==> src/rtl/exc_entry_pkg.sv <==
package exc_entry_pkg;
  localparam int PS_IL_LSB = 0;
  localparam int PS_EXCM_BIT = 4;
  localparam int PS_UM_BIT = 5;

  typedef enum logic [1:0] {
    VEC_USER   = 2'd0,
    VEC_KERNEL = 2'd1,
    VEC_DOUBLE = 2'd2,
    VEC_DEBUG  = 2'd3
  } vec_e;
endpackage

==> src/rtl/exc_arbiter.sv <==
module exc_arbiter
  import exc_entry_pkg::*;
#(
  parameter int ILW = 4,
  parameter int DBG_LEVEL = 3,
  parameter bit HAS_DEPC = 1'b1
) (
  input  logic           gen_req,
  input  logic           dbg_req,
  input  logic [ILW-1:0] cur_intlevel,
  input  logic           excm,
  input  logic           um,
  output logic           gen_take,
  output logic           dbg_take,
  output logic           to_depc,
  output vec_e           vec
);
  localparam logic [ILW-1:0] DBG_LVL_V = ILW'(DBG_LEVEL);

  logic dbg_allowed;
  assign dbg_allowed = cur_intlevel < DBG_LVL_V;

  always_comb begin
    dbg_take = dbg_req && dbg_allowed;
    gen_take = gen_req && !dbg_take;
    to_depc  = gen_take && excm && HAS_DEPC;
    if (dbg_take)        vec = VEC_DEBUG;
    else if (to_depc)    vec = VEC_DOUBLE;
    else if (excm)       vec = VEC_KERNEL;
    else if (um)         vec = VEC_USER;
    else                 vec = VEC_KERNEL;
  end
endmodule

==> src/rtl/exc_ps_update.sv <==
module exc_ps_update
  import exc_entry_pkg::*;
#(
  parameter int XLEN = 32,
  parameter int ILW = 4,
  parameter int DBG_LEVEL = 3
) (
  input  logic [XLEN-1:0] cur_ps,
  input  logic            dbg_take,
  output logic [XLEN-1:0] ps_next
);
  localparam logic [XLEN-1:0] IL_MASK  = XLEN'((1 << ILW) - 1) << PS_IL_LSB;
  localparam logic [XLEN-1:0] EXCM_SET = XLEN'(1) << PS_EXCM_BIT;
  localparam logic [XLEN-1:0] DBG_IL   = XLEN'(DBG_LEVEL) << PS_IL_LSB;

  always_comb begin
    if (dbg_take) ps_next = (cur_ps & ~IL_MASK) | DBG_IL | EXCM_SET;
    else          ps_next = cur_ps | EXCM_SET;
  end
endmodule

==> src/rtl/exc_pc_bank.sv <==
module exc_pc_bank #(
  parameter int XLEN = 32,
  parameter int NLEVEL = 4,
  parameter int DBG_LEVEL = 3
) (
  input  logic                   clk,
  input  logic                   rst_n,
  input  logic                   lvl1_we,
  input  logic                   dbg_we,
  input  logic [XLEN-1:0]        pc,
  input  logic [XLEN-1:0]        ps_in,
  output logic [NLEVEL*XLEN-1:0] epc_flat,
  output logic [NLEVEL*XLEN-1:0] eps_flat
);
  for (genvar lv = 1; lv <= NLEVEL; lv++) begin : g_lvl
    logic [XLEN-1:0] epc_q;
    logic            we;
    if (lv == 1) begin : g_l1
      assign we = lvl1_we;
    end else if (lv == DBG_LEVEL) begin : g_ld
      assign we = dbg_we;
    end else begin : g_lo
      assign we = 1'b0;
    end

    always_ff @(posedge clk) begin
      if (!rst_n)  epc_q <= '0;
      else if (we) epc_q <= pc;
    end
    assign epc_flat[(lv-1)*XLEN +: XLEN] = epc_q;

    if (lv == DBG_LEVEL && lv >= 2) begin : g_eps
      logic [XLEN-1:0] eps_q;
      always_ff @(posedge clk) begin
        if (!rst_n)      eps_q <= '0;
        else if (dbg_we) eps_q <= ps_in;
      end
      assign eps_flat[(lv-1)*XLEN +: XLEN] = eps_q;
    end else begin : g_noeps
      assign eps_flat[(lv-1)*XLEN +: XLEN] = '0;
    end
  end

  // level-1 save register captures the PC of the write cycle
  a_r2_epc1_capture: assert property (@(posedge clk) disable iff (!rst_n)
    lvl1_we |=> epc_flat[XLEN-1:0] == $past(pc));
  // level-1 save register untouched when it is not written
  a_r3_epc1_hold: assert property (@(posedge clk) disable iff (!rst_n)
    !lvl1_we |=> $stable(epc_flat[XLEN-1:0]));
  // debug level saves the old status word
  a_r7_eps_capture: assert property (@(posedge clk) disable iff (!rst_n)
    dbg_we |=> eps_flat[(DBG_LEVEL-1)*XLEN +: XLEN] == $past(ps_in));
endmodule

==> src/rtl/exc_entry_seq.sv <==
module exc_entry_seq
  import exc_entry_pkg::*;
#(
  parameter int XLEN = 32,
  parameter int NLEVEL = 4,
  parameter int DBG_LEVEL = 3,
  parameter int ILW = 4,
  parameter int CAUSE_W = 6,
  parameter int DCAUSE_W = 6,
  parameter bit HAS_DEPC = 1'b1
) (
  input  logic                   clk,
  input  logic                   rst_n,
  input  logic                   gen_req,
  input  logic [CAUSE_W-1:0]     gen_cause,
  input  logic                   gen_vaddr_vld,
  input  logic [XLEN-1:0]        gen_vaddr,
  input  logic                   dbg_req,
  input  logic [DCAUSE_W-1:0]    dbg_cause,
  input  logic [XLEN-1:0]        exc_pc,
  input  logic [XLEN-1:0]        cur_ps,
  input  logic [ILW-1:0]         cur_intlevel,
  output logic                   vec_valid,
  output logic [1:0]             vec_sel,
  output logic [XLEN-1:0]        ps_out,
  output logic [NLEVEL*XLEN-1:0] epc_flat,
  output logic [NLEVEL*XLEN-1:0] eps_flat,
  output logic [XLEN-1:0]        depc_out,
  output logic [CAUSE_W-1:0]     cause_out,
  output logic [XLEN-1:0]        vaddr_out,
  output logic [DCAUSE_W-1:0]    dbgcause_out
);
  localparam logic [ILW-1:0] DBG_LVL_V = ILW'(DBG_LEVEL);

  logic            gen_take, dbg_take, to_depc;
  vec_e            vec;
  logic [XLEN-1:0] ps_next;

  exc_arbiter #(.ILW(ILW), .DBG_LEVEL(DBG_LEVEL), .HAS_DEPC(HAS_DEPC)) arb_i (
    .gen_req(gen_req), .dbg_req(dbg_req), .cur_intlevel(cur_intlevel),
    .excm(cur_ps[PS_EXCM_BIT]), .um(cur_ps[PS_UM_BIT]),
    .gen_take(gen_take), .dbg_take(dbg_take), .to_depc(to_depc), .vec(vec)
  );

  exc_ps_update #(.XLEN(XLEN), .ILW(ILW), .DBG_LEVEL(DBG_LEVEL)) psu_i (
    .cur_ps(cur_ps), .dbg_take(dbg_take), .ps_next(ps_next)
  );

  exc_pc_bank #(.XLEN(XLEN), .NLEVEL(NLEVEL), .DBG_LEVEL(DBG_LEVEL)) bank_i (
    .clk(clk), .rst_n(rst_n), .lvl1_we(gen_take && !to_depc), .dbg_we(dbg_take),
    .pc(exc_pc), .ps_in(cur_ps), .epc_flat(epc_flat), .eps_flat(eps_flat)
  );

  logic taken;
  assign taken = gen_take || dbg_take;

  always_ff @(posedge clk) begin
    if (!rst_n) begin
      vec_valid    <= 1'b0;
      vec_sel      <= 2'd0;
      ps_out       <= '0;
      cause_out    <= '0;
      vaddr_out    <= '0;
      dbgcause_out <= '0;
    end else begin
      vec_valid <= taken;
      if (taken) begin
        vec_sel <= vec;
        ps_out  <= ps_next;
      end
      if (gen_take) cause_out <= gen_cause;
      if (gen_take && gen_vaddr_vld) vaddr_out <= gen_vaddr;
      if (dbg_take) dbgcause_out <= dbg_cause;
    end
  end

  if (HAS_DEPC) begin : g_depc
    logic [XLEN-1:0] depc_q;
    always_ff @(posedge clk) begin
      if (!rst_n)       depc_q <= '0;
      else if (to_depc) depc_q <= exc_pc;
    end
    assign depc_out = depc_q;
  end else begin : g_nodepc
    assign depc_out = '0;
  end

  // a general exception always leaves the exception-mode flag set
  a_r4_excm_set: assert property (@(posedge clk) disable iff (!rst_n)
    (gen_req && !dbg_req) |=> ps_out[PS_EXCM_BIT] && cause_out == $past(gen_cause));
  // refused debug alone gives no pulse
  a_r6_refuse: assert property (@(posedge clk) disable iff (!rst_n)
    (dbg_req && !gen_req && cur_intlevel >= DBG_LVL_V) |=> !vec_valid);
  // debug entry status word
  a_r8_dbg_ps: assert property (@(posedge clk) disable iff (!rst_n)
    (dbg_req && cur_intlevel < DBG_LVL_V) |=>
      ps_out[ILW-1:0] == DBG_LVL_V && ps_out[PS_EXCM_BIT] && vec_sel == VEC_DEBUG);
  // no request, no pulse
  a_r9_no_spurious: assert property (@(posedge clk) disable iff (!rst_n)
    !(gen_req || dbg_req) |=> !vec_valid && $stable(ps_out));
  // debug wins and general cause is not recorded
  a_r10_priority: assert property (@(posedge clk) disable iff (!rst_n)
    (dbg_req && gen_req && cur_intlevel < DBG_LVL_V) |=> $stable(cause_out));
endmodule

==> config.mk <==
export PLATFORM = sky130hd
export DESIGN_NAME = exc_entry_seq
export DESIGN_NICKNAME = d
export VERILOG_FILES = /design/src/rtl/exc_entry_pkg.sv /design/src/rtl/exc_arbiter.sv /design/src/rtl/exc_ps_update.sv /design/src/rtl/exc_pc_bank.sv /design/src/rtl/exc_entry_seq.sv
export SDC_FILE = /design/constraint.sdc
export NUM_CORES = 1
export LEC_CHECK = 0
export ABC_AREA = 1
export CORE_AREA = 4 4 184 186
export DETAILED_ROUTE_END_ITERATION = 10
export DIE_AREA = 0 0 188 190
export PLACE_DENSITY = 0.66
export SETUP_SLACK_MARGIN = 0.2
export SLEW_MARGIN = 40
export SYNTH_ARGS = -nofsm -noshare
export SYNTH_HDL_FRONTEND = slang
export SYNTH_SLANG_ARGS = --single-unit
==> constraint.sdc <==
create_clock -name clk -period 1.2 [get_ports clk]
set_clock_uncertainty 0.15 [all_clocks]
set_input_delay 0.24 -clock clk [delete_from_list [all_inputs] [get_ports clk]]
set_output_delay 0.24 -clock clk [all_outputs]
set_load 0.05 [all_outputs]
==> impl_metrics.py, run 1 <==
metrics = {
    "die": {
        "die_w_um": 188,
        "ios": 484,
        "placementRows": 66,
        "dieArea_um2": 35700,
        "die_y_um": 190,
        "start_util_pct": 30.7,
        "core_area_um2": 32300,
    },
    "global_routing": {
        "track_usage_pct": 17.3,
        "grt-ovfl-total": 0,
        "grt_pass1_wl_um": 50100,
        "grt_antenna_before_repair": 0,
        "grt_pass1_vias": 9124,
        "grt_max_degree": 70,
    },
    "yosys": {
        "ys_ff_latch": 207,
        "netlist_area_um2": 9920,
        "syn_inst": 1438,
        "ys_seq_area_share_pct": 41.8,
        "avgSynthCellArea_um2": 6.90,
        "yosysWarnings": 0,
        "yosys.cell_types.count": 21,
    },
    "pwr": {
        "p_int_mw": 15.5,
        "power_frac_clock_pct": 33.5,
        "p_leak_nw": 8.83,
        "power_density_nw_per_um2": 1220,
        "peakVddDrop_mv": 1.16,
        "seqPwrFrac_pct": 33.4,
        "switchingPower_mw": 8.09,
        "sw_frac_of_total_pct": 34.2,
        "combPwrFrac_pct": 33.1,
    },
    "cells_and_area": {
        "multi_input_area_um2": 4640,
        "diodes": 0,
        "layout-drive-gt1-share_pct": 48.5,
        "fin_nets": 1972,
        "register_area_um2": 4470,
        "fill_cells": 2538,
        "stdcell_count": 2314,
        "final_cell_mix": "inv_1 (242), buf_12 (239), dfxtp_2 (179)",
        "syn2layout_area_growth_pct": 94.9,
        "final_common_cell": "inv_1",
    },
    "routing": {
        "ant_nets": 0,
        "drcViolationCount": 0,
        "dr.pass1.iters": 5,
        "wirelength_um": 38100,
        "num_vias": 10200,
        "wire_per_inst_um": 16.5,
        "via_per_inst": 4.39,
        "drtIter0Drc": 398,
    },
    "critical_path": {
        "critPathMaxFanout": 2,
        "worst-path-stages": 1,
        "end_kind": "output port",
        "cp_slowest_cell": "dfxtp_2",
        "reg2reg_from": "bank_i.g_lvl[1].epc_q[17]$_SDFFE_PN0P_",
        "critical_path.top_delay_family": "flip-flops",
        "r2r-end": "bank_i.g_lvl[1].epc_q[17]$_SDFFE_PN0P_",
        "slowest_delay_ps": 380,
        "crit_buf_inv": 1,
        "cp-start-kind": "flop",
        "required_ps": 810,
        "rrSetupSlack_ps": 170,
        "crit_type": "flop to output port",
        "reg2reg_depth": 6,
        "cp_cell_sequence": "buf_12",
        "cp.arrival_ps": 1040,
    },
    "min_path": {
        "min_path_cells": 4,
        "hp-start": "rst_n",
        "min_path_type": "primary input to flop",
        "hold_end": "bank_i.g_lvl[3].g_eps.eps_q[7]$_SDFFE_PN0P_",
    },
    "outcome": {
        "status": "finished, violations left",
        "violations": "negative setup slack",
    },
    "timing": {
        "setup_viol": 207,
        "finalMaxSlewViolations": 0,
        "hold_violations": 0,
        "period_needed_ps": 1430,
        "worst_slack_ps": -227,
        "fmax_ghz": 0.701,
        "hold_slack_ps": 6.78,
        "rsz0062_at_grt": "yes",
        "period_share_pct": 119,
    },
    "clocking": {
        "cts_buffers": 24,
        "cts.sinks": 207,
        "cts_tree": "yes",
        "clk_latency_ps": 510,
        "cts-root-buf": "clkbuf_16",
        "clockBufferDepth": 3,
        "clk_pin_slew_worst_paths_ps": 60,
        "htreeDepth": 1,
    },
    "placed_design": {
        "hpwl_um": 22900,
        "io_buffer_count": 323,
        "gp_congestion": 0.804,
        "dp_cells": 2171,
    },
    "run": {
        "cap_violations": 0,
    },
}
==> cell type report <==
type                       instances  area share, %
timing repair buffer             476           39.0
multi-input combinational        814           24.0
sequential                       207           23.1
inverter                         332           6.56
clock buffer                      35           3.85
tap                              442           2.86
clock inverter                     8          0.596
==> tightest hold or removal path: stages <==
cell,delay [ps]
buf_6,130
buf_12,160
o21ai_2,50
a21oi_1,40
==> cells in the mapped netlist, drive strengths merged <==
master	instances	area, um^2
conb	1	3.75
dfxtp	207	4140
buf	204	1430
a21oi	72	360
nor2	172	646
nand2	199	754
clkinv	1	3.75
inv	331	1240
o21ai	105	526
o211ai	1	7.51
clkbuf	41	155
nand4	96	601
nand3	8	45.0
==> how the worst max path moves through the flow <==
stage / start / to / slack (ps)
after floorplan: cur_intlevel[3] / vaddr_out[13]$_SDFFE_PN0P_ / -10
after global placement: cur_intlevel[1] / bank_i.g_lvl[1].epc_q[21]$_SDFFE_PN0P_ / -660
after detailed placement: cur_intlevel[3] / dbgcause_out[0]$_SDFFE_PN0P_ / -690
after CTS: bank_i.g_lvl[1].epc_q[31]$_SDFFE_PN0P_ / epc_flat[31] / -250
after global routing: cause_out[4]$_SDFFE_PN0P_ / cause_out[4] / -260
final: cause_out[4]$_SDFFE_PN0P_ / cause_out[4] / -230
==> registers in the layout, summed over array words and instances (netlist names) <==
signal	count
vec_sel	2
dbgcause_out	6
vaddr_out	32
cause_out	6
depc_out	32
bank_i.g_lvl.g_eps.eps_q	32
vec_valid	1
bank_i.g_lvl.epc_q	64
ps_out	32
==> through the flow <==
| stage | setup TNS [ps] | setup slack (ps) | area [um^2] | utilization (%) | power [mW] |
|---|---|---|---|---|---|
| after floorplan | -274 | -14.8 | 10700 | - | 11.9 |
| after global routing | -47120 | -258 | 19300 | 59.8 | 24.5 |
| after global placement | -120860 | -656 | 15500 | 48.0 | 14.4 |
| final | -40350 | -227 | 19300 | 59.8 | 23.6 |
| after detailed placement | -123660 | -688 | 15500 | 48.0 | 14.5 |
| after CTS | -44750 | -246 | 17700 | 54.9 | 23.0 |
==> cells by family after synthesis <==
kind of cell | Yosys count | synth area share [%]
flip-flops | 207 | 41.8
AO/OA/AOI/OAI | 178 | 9.01
AND/OR/NAND/NOR | 475 | 20.6
other | 1 | 0.0378
buffers and inverters | 577 | 28.5
==> timing repair <==
| action | CTS | global route |
|---|---|---|
| resized for setup | 388 | 391 |
| gates cloned | 16 | 16 |
| endpoints found under the setup margin | 414 | 395 |
| setup buffers | 33 | 32 |
| endpoints found under the hold margin | 6 | 2 |
| hold buffers | 3 | 1 |
| pin swaps | 44 | 89 |
==> power groups by stage <==
stage,combinational [mW],clock [mW],sequential [mW]
2_1_floorplan,2.71,0,9.20
3_3_place_gp,6.48,0,7.92
3_5_place_dp,6.53,0,7.94
4_1_cts,7.04,8.05,7.89
5_1_grt,8.17,8.37,7.93
6_report,7.82,7.92,7.89
==> metal layers <==
layer / track usage [%] / vias to the layer above / part of all wire (%)
met2: 30.2 / 440 / 50
met3: 5.50 / 84 / 8.8
met4: 5.05 / 0 / 3.3
li1: - / 4870 / -
met1: 20.5 / 4772 / 38
met5: 0 / - / 0
No activity file was read; power rests on OpenSTA's default activity.
==> run 2: changes to the inputs <==
--- a/config.mk
+++ b/config.mk
@@ -6,10 +6,10 @@
 export NUM_CORES = 1
 export LEC_CHECK = 0
 export ABC_AREA = 1
-export CORE_AREA = 4 4 184 186
+export CORE_AREA = 2 2 189 191
 export DETAILED_ROUTE_END_ITERATION = 10
-export DIE_AREA = 0 0 188 190
-export PLACE_DENSITY = 0.66
+export DIE_AREA = 0 0 191 193
+export DONT_BUFFER_PORTS = 1
 export SETUP_SLACK_MARGIN = 0.2
 export SLEW_MARGIN = 40
 export SYNTH_ARGS = -nofsm -noshare
==> run 2 against run 1 <==
Net effect: the flow finishes with violations (negative hold slack, negative setup slack); combinational power shrank 29%; first-iteration DRC count shrank 13%; final cell count shrank 6.4%; critical path type unchanged; largest power group is now registers; highest routed layer unchanged.
==> impl_metrics.py, run 2 (same netlist as run 1, synthesis figures left out) <==
metrics = {
    "clocking": {
        "clockBufferDepth": 3,
        "cts-root-buf": "clkbuf_16",
        "htreeDepth": 1,
        "clk_pin_slew_worst_paths_ps": 60,
        "clk_latency_ps": 530,
        "cts.sinks": 207,
        "cts_tree": "yes",
        "cts_buffers": 24,
    },
    "min_path": {
        "min_path_type": "primary input to flop",
        "hp-start": "rst_n",
        "min_path_cells": 2,
        "hold_end": "bank_i.g_lvl[1].epc_q[20]$_SDFFE_PN0P_",
    },
    "timing": {
        "setup_viol": 207,
        "fmax_ghz": 0.697,
        "hold_violations": 204,
        "finalMaxSlewViolations": 0,
        "worst_slack_ps": -234,
        "rsz0062_at_grt": "yes",
        "period_needed_ps": 1430,
        "period_share_pct": 120,
        "hold_slack_ps": -299,
    },
    "routing": {
        "drtIter0Drc": 347,
        "dr.pass1.iters": 5,
        "ant_nets": 0,
        "wirelength_um": 30000,
        "drcViolationCount": 0,
        "wire_per_inst_um": 13.8,
        "via_per_inst": 4.16,
        "num_vias": 9005,
    },
    "die": {
        "ios": 484,
        "placementRows": 69,
        "die_y_um": 193,
        "core_area_um2": 35000,
        "start_util_pct": 28.4,
        "die_w_um": 191,
        "dieArea_um2": 36900,
    },
    "critical_path": {
        "end_kind": "output port",
        "cp_slowest_cell": "dfxtp_4",
        "crit_type": "flop to output port",
        "cp-start-kind": "flop",
        "crit_buf_inv": 1,
        "r2r-end": "vaddr_out[0]$_SDFFE_PN0P_",
        "reg2reg_from": "vaddr_out[0]$_SDFFE_PN0P_",
        "required_ps": 810,
        "slowest_delay_ps": 380,
        "rrSetupSlack_ps": 190,
        "critical_path.top_delay_family": "flip-flops",
        "reg2reg_depth": 6,
        "cp.arrival_ps": 1040,
        "critPathMaxFanout": 2,
        "cp_cell_sequence": "buf_8",
    },
    "pwr": {
        "p_leak_nw": 7.25,
        "fin_total_pwr_mw": 21.1,
        "peakVddDrop_mv": 1.05,
        "power_density_nw_per_um2": 1430,
    },
    "placed_design": {
        "gp_congestion": 0.791,
        "hpwl_um": 19000,
        "io_buffer_count": 0,
    },
    "run": {
        "cap_violations": 0,
    },
    "outcome": {
        "status": "finished, violations left",
        "violations": "negative hold slack, negative setup slack",
    },
    "cells_and_area": {
        "fill_cells": 3360,
        "final_common_cell": "inv_1",
        "final_cell_mix": "inv_1 (328), dfxtp_2 (202), buf_8 (197)",
        "diodes": 0,
        "largest_reg_flops": 64,
        "syn2layout_area_growth_pct": 48.8,
        "fin_nets": 1805,
        "layout-drive-gt1-share_pct": 30.5,
        "largest_register": "bank_i.g_lvl.epc_q",
    },
    "global_routing": {
        "grt-ovfl-total": 0,
        "grt_antenna_before_repair": 1,
        "grt_max_degree": 205,
        "grt_pass1_wl_um": 44400,
        "track_usage_pct": 15.0,
        "grt_pass1_vias": 8248,
    },
}
==> run 2: cell types whose count changed in the layout (fill, tap and decap cells not counted), sizes merged <==
cell           delta
clkdlybuf4s50   -107
buf              -90
dlygate4sd3      +43
clkbuf           -13
bufinv            +1
clkinvlp          +1
dlygate4sd2       -1
dlymetal6s4s      -1
nand2             -1
==> run 2: layout make-up <==
type | count | area, um^2 | area share (%)
Multi-Input combinational cell | 813 | 3580 | 24.2
Clock inverter | 10 | 153 | 1.03
Clock buffer | 32 | 662 | 4.49
Tap cell | 461 | 577 | 3.91
Sequential cell | 207 | 4420 | 29.9
Timing Repair Buffer | 310 | 4120 | 27.9
Inverter | 332 | 1250 | 8.49
==> run 2: how the worst max path moves through the flow <==
stage                                                      start                                      to  slack (ps)  depth (start not counted)
after floorplan                                  cur_intlevel[3]              vaddr_out[13]$_SDFFE_PN0P_         -10                          8
after global placement                           cur_intlevel[1]               cause_out[3]$_SDFFE_PN0P_        -210                          6
after detailed placement                         cur_intlevel[1]  bank_i.g_lvl[1].epc_q[21]$_SDFFE_PN0P_        -210                          8
after CTS                                 ps_out[1]$_SDFFE_PN0P_                               ps_out[1]        -260                          1
after global routing      bank_i.g_lvl[1].epc_q[11]$_SDFFE_PN0P_                            epc_flat[11]        -260                          1
final                                     ps_out[1]$_SDFFE_PN0P_                               ps_out[1]        -230                          1
==> run 2: routing by layer <==
| layer | wire (um) | vias to the layer above | GRT usage [%] |
|---|---|---|---|
| met5 | 0 | - | 0 |
| met3 | 2360 | 58 | 4.13 |
| met2 | 14900 | 361 | 25.9 |
| li1 | - | 4499 | - |
| met4 | 972 | 0 | 5.90 |
| met1 | 11800 | 4087 | 17.7 |
==> run 2: stage by stage <==
stage	area, um^2	setup WS (ps)	setup TNS (ps)	util (%)	std cells
floorplan	10700	-14.8	-274	-	1597
global placement	11500	-209	-21500	32.8	2048
detailed placement	11500	-213	-25780	32.8	2048
CTS	14400	-259	-47020	41.3	2137
global route	14800	-264	-48860	42.2	2165
finish	14800	-234	-41080	42.2	2165
==> run 2: repair_timing <==
item / 4_1_cts / 5_1_grt
pin swaps: 0 / 1
buffers inserted: 10 / 19
gates resized for setup: 593 / 27
endpoints found under the hold margin: 207 / 204
endpoints found under the setup margin: 207 / 243
hold buffers: 37 / 10
==> run 2: power breakdown <==
part           switching [mW]  internal, mW  total [mW]  leakage [nW]
Sequential              0.371          7.41        7.78          1.78
Clock                    2.98          4.72        7.69         0.399
Combinational            3.76          1.83        5.59          5.07
==> run 3: changes to the inputs <==
--- a/config.mk
+++ b/config.mk
@@ -6,6 +6,7 @@
 export NUM_CORES = 1
 export LEC_CHECK = 0
 export ABC_AREA = 1
+export ABC_CLOCK_PERIOD_IN_PS = 1200
 export CORE_AREA = 2 2 189 191
 export DETAILED_ROUTE_END_ITERATION = 10
 export DIE_AREA = 0 0 191 193
@@ -15,3 +16,4 @@
 export SYNTH_ARGS = -nofsm -noshare
 export SYNTH_HDL_FRONTEND = slang
 export SYNTH_SLANG_ARGS = --single-unit
+export TNS_END_PERCENT = 30
==> run 3 against run 2 <==
Net effect: the flow still finishes with violations (negative hold slack, negative setup slack); clock-buffer cell count fell by 1; via count rose by 1.2%; worst setup slack got worse by 3.9 ps; cell area rose by 1.2%; global-route usage fell by 0.20 points; flip-flop and latch count did not move; combinational power barely moved; wire length fell by 0.57%; register-to-register slack improved by 90 ps; worst hold slack improved by 11 ps; utilization rose by 0.52 points.
==> impl_metrics.py, run 3 (same netlist as run 1, synthesis figures left out) <==
metrics = {
    "die": {
        "core_area_um2": 35000,
        "die_y_um": 193,
        "start_util_pct": 28.4,
        "die_w_um": 191,
        "ios": 484,
        "dieArea_um2": 36900,
        "placementRows": 69,
    },
    "critical_path": {
        "critical_path.top_delay_family": "flip-flops",
        "reg2reg_from": "ps_out[18]$_SDFFE_PN0P_",
        "cp.arrival_ps": 1050,
        "critPathMaxFanout": 2,
        "end_kind": "output port",
        "cp-startpoint": "ps_out[30]$_SDFFE_PN0P_",
        "crit_type": "flop to output port",
        "cp_cell_sequence": "buf_8",
        "required_ps": 810,
        "slowest_delay_ps": 370,
        "cp_slowest_cell": "dfxtp_2",
        "cp-start-kind": "flop",
        "crit_buf_inv": 1,
    },
    "cells_and_area": {
        "fin_nets": 1816,
        "largest_register": "bank_i.g_lvl.epc_q",
        "final_common_cell": "inv_1",
        "final_area_um2": 14900,
        "layout-drive-gt1-share_pct": 29.6,
        "syn2layout_area_growth_pct": 50.6,
        "final_cell_mix": "inv_1 (330), dfxtp_2 (201), buf_8 (201)",
        "largest_reg_flops": 64,
        "diodes": 0,
        "post-route-util_pct": 42.7,
        "fill_cells": 3348,
    },
    "global_routing": {
        "grt-ovfl-total": 0,
        "met3_usage_pct": 3.91,
        "grt_max_degree": 205,
        "busiest_layer": "met2",
        "track_usage_pct": 14.8,
        "grtUsageMet1_pct": 17.4,
        "grt_antenna_before_repair": 0,
        "grtUsageMet2_pct": 26.5,
        "grt_pass1_vias": 8278,
        "grt_pass1_wl_um": 44000,
    },
    "min_path": {
        "hp-start": "rst_n",
        "min_path_type": "primary input to flop",
    },
    "clocking": {
        "htreeDepth": 1,
        "cts_tree": "yes",
        "cts.sinks": 207,
        "cts_buffers": 24,
        "clk_pin_slew_worst_paths_ps": 60,
        "cts-root-buf": "clkbuf_16",
        "clk_latency_ps": 520,
        "clockBufferDepth": 3,
    },
    "pwr": {
        "p_leak_nw": 7.30,
        "peakVddDrop_mv": 0.930,
        "fin_total_pwr_mw": 21.2,
        "power_density_nw_per_um2": 1420,
    },
    "timing": {
        "hold_slack_ps": -288,
        "fmax_ghz": 0.695,
        "rsz0062_at_grt": "yes",
        "max_slew_margin_pct": 60.7,
        "setup_viol": 207,
        "tns_ps": -40150,
        "period_share_pct": 120,
        "finalMaxSlewViolations": 0,
        "worst_slack_ps": -238,
        "period_needed_ps": 1440,
        "hold_violations": 139,
        "worstMarginPinSlew_ps": 590,
    },
    "routing": {
        "wire_per_inst_um": 13.7,
        "wirelength_um": 29800,
        "ant_nets": 0,
        "num_vias": 9109,
        "drcViolationCount": 0,
        "via_per_inst": 4.18,
        "dr.pass1.iters": 4,
        "drtIter0Drc": 332,
    },
    "outcome": {
        "violations": "negative hold slack, negative setup slack",
        "status": "finished, violations left",
    },
    "placed_design": {
        "dpl_cell_area_um2": 11500,
        "io_buffer_count": 0,
        "hpwl_um": 19300,
        "gp_congestion": 0.790,
    },
    "run": {
        "cap_violations": 0,
    },
}
==> run 3: routing by layer <==
layer	up-vias	routed length, um
li1	4523	-
met4	0	698
met5	-	0
met1	4177	11700
met3	47	2240
met2	362	15200
==> run 3: cell type report <==
class	count	area (um^2)	area share (%)
multi-input cells	813	3570	23.9
flip-flops and latches	207	4420	29.6
repair buffers	321	4270	28.6
clock buffers	31	678	4.54
well taps	461	577	3.86
clock inverters	12	169	1.13
inverters	332	1250	8.37
==> run 3: report_power, final <==
part | switching (mW) | internal [mW]
clock network | 2.98 | 4.84
logic | 3.76 | 1.86
registers | 0.379 | 7.41
total | 7.12 | 14.1
==> run 3: path summary, 6_finish.rpt <==
kind / cells after the start / endpoint / slack (ps)
worst max-delay path: 1 / ps_out[30] / -240
worst min-delay path: 2 / depc_out[7]$_SDFFE_PN0P_ / -290
worst max register to register: 3 / ps_out[18]$_SDFFE_PN0P_ / 280
worst min register to register: 2 / bank_i.g_lvl[3].epc_q[23]$_SDFFE_PN0P_ / 310
==> run 3: through the flow <==
stage	worst slack [ps]	instances
floorplan	-14.8	1597
global placement	-194	2058
detailed placement	-229	2058
CTS	-278	2141
global route	-283	2177
finish	-238	2177
==> run 3: what timing repair did <==
action | in CTS | in global routing
endpoints found under the setup margin | 207 | 209
gates resized for setup | 590 | 30
buffers inserted | 2 | 5
endpoints found under the hold margin | 207 | 205
hold buffers | 38 | 31
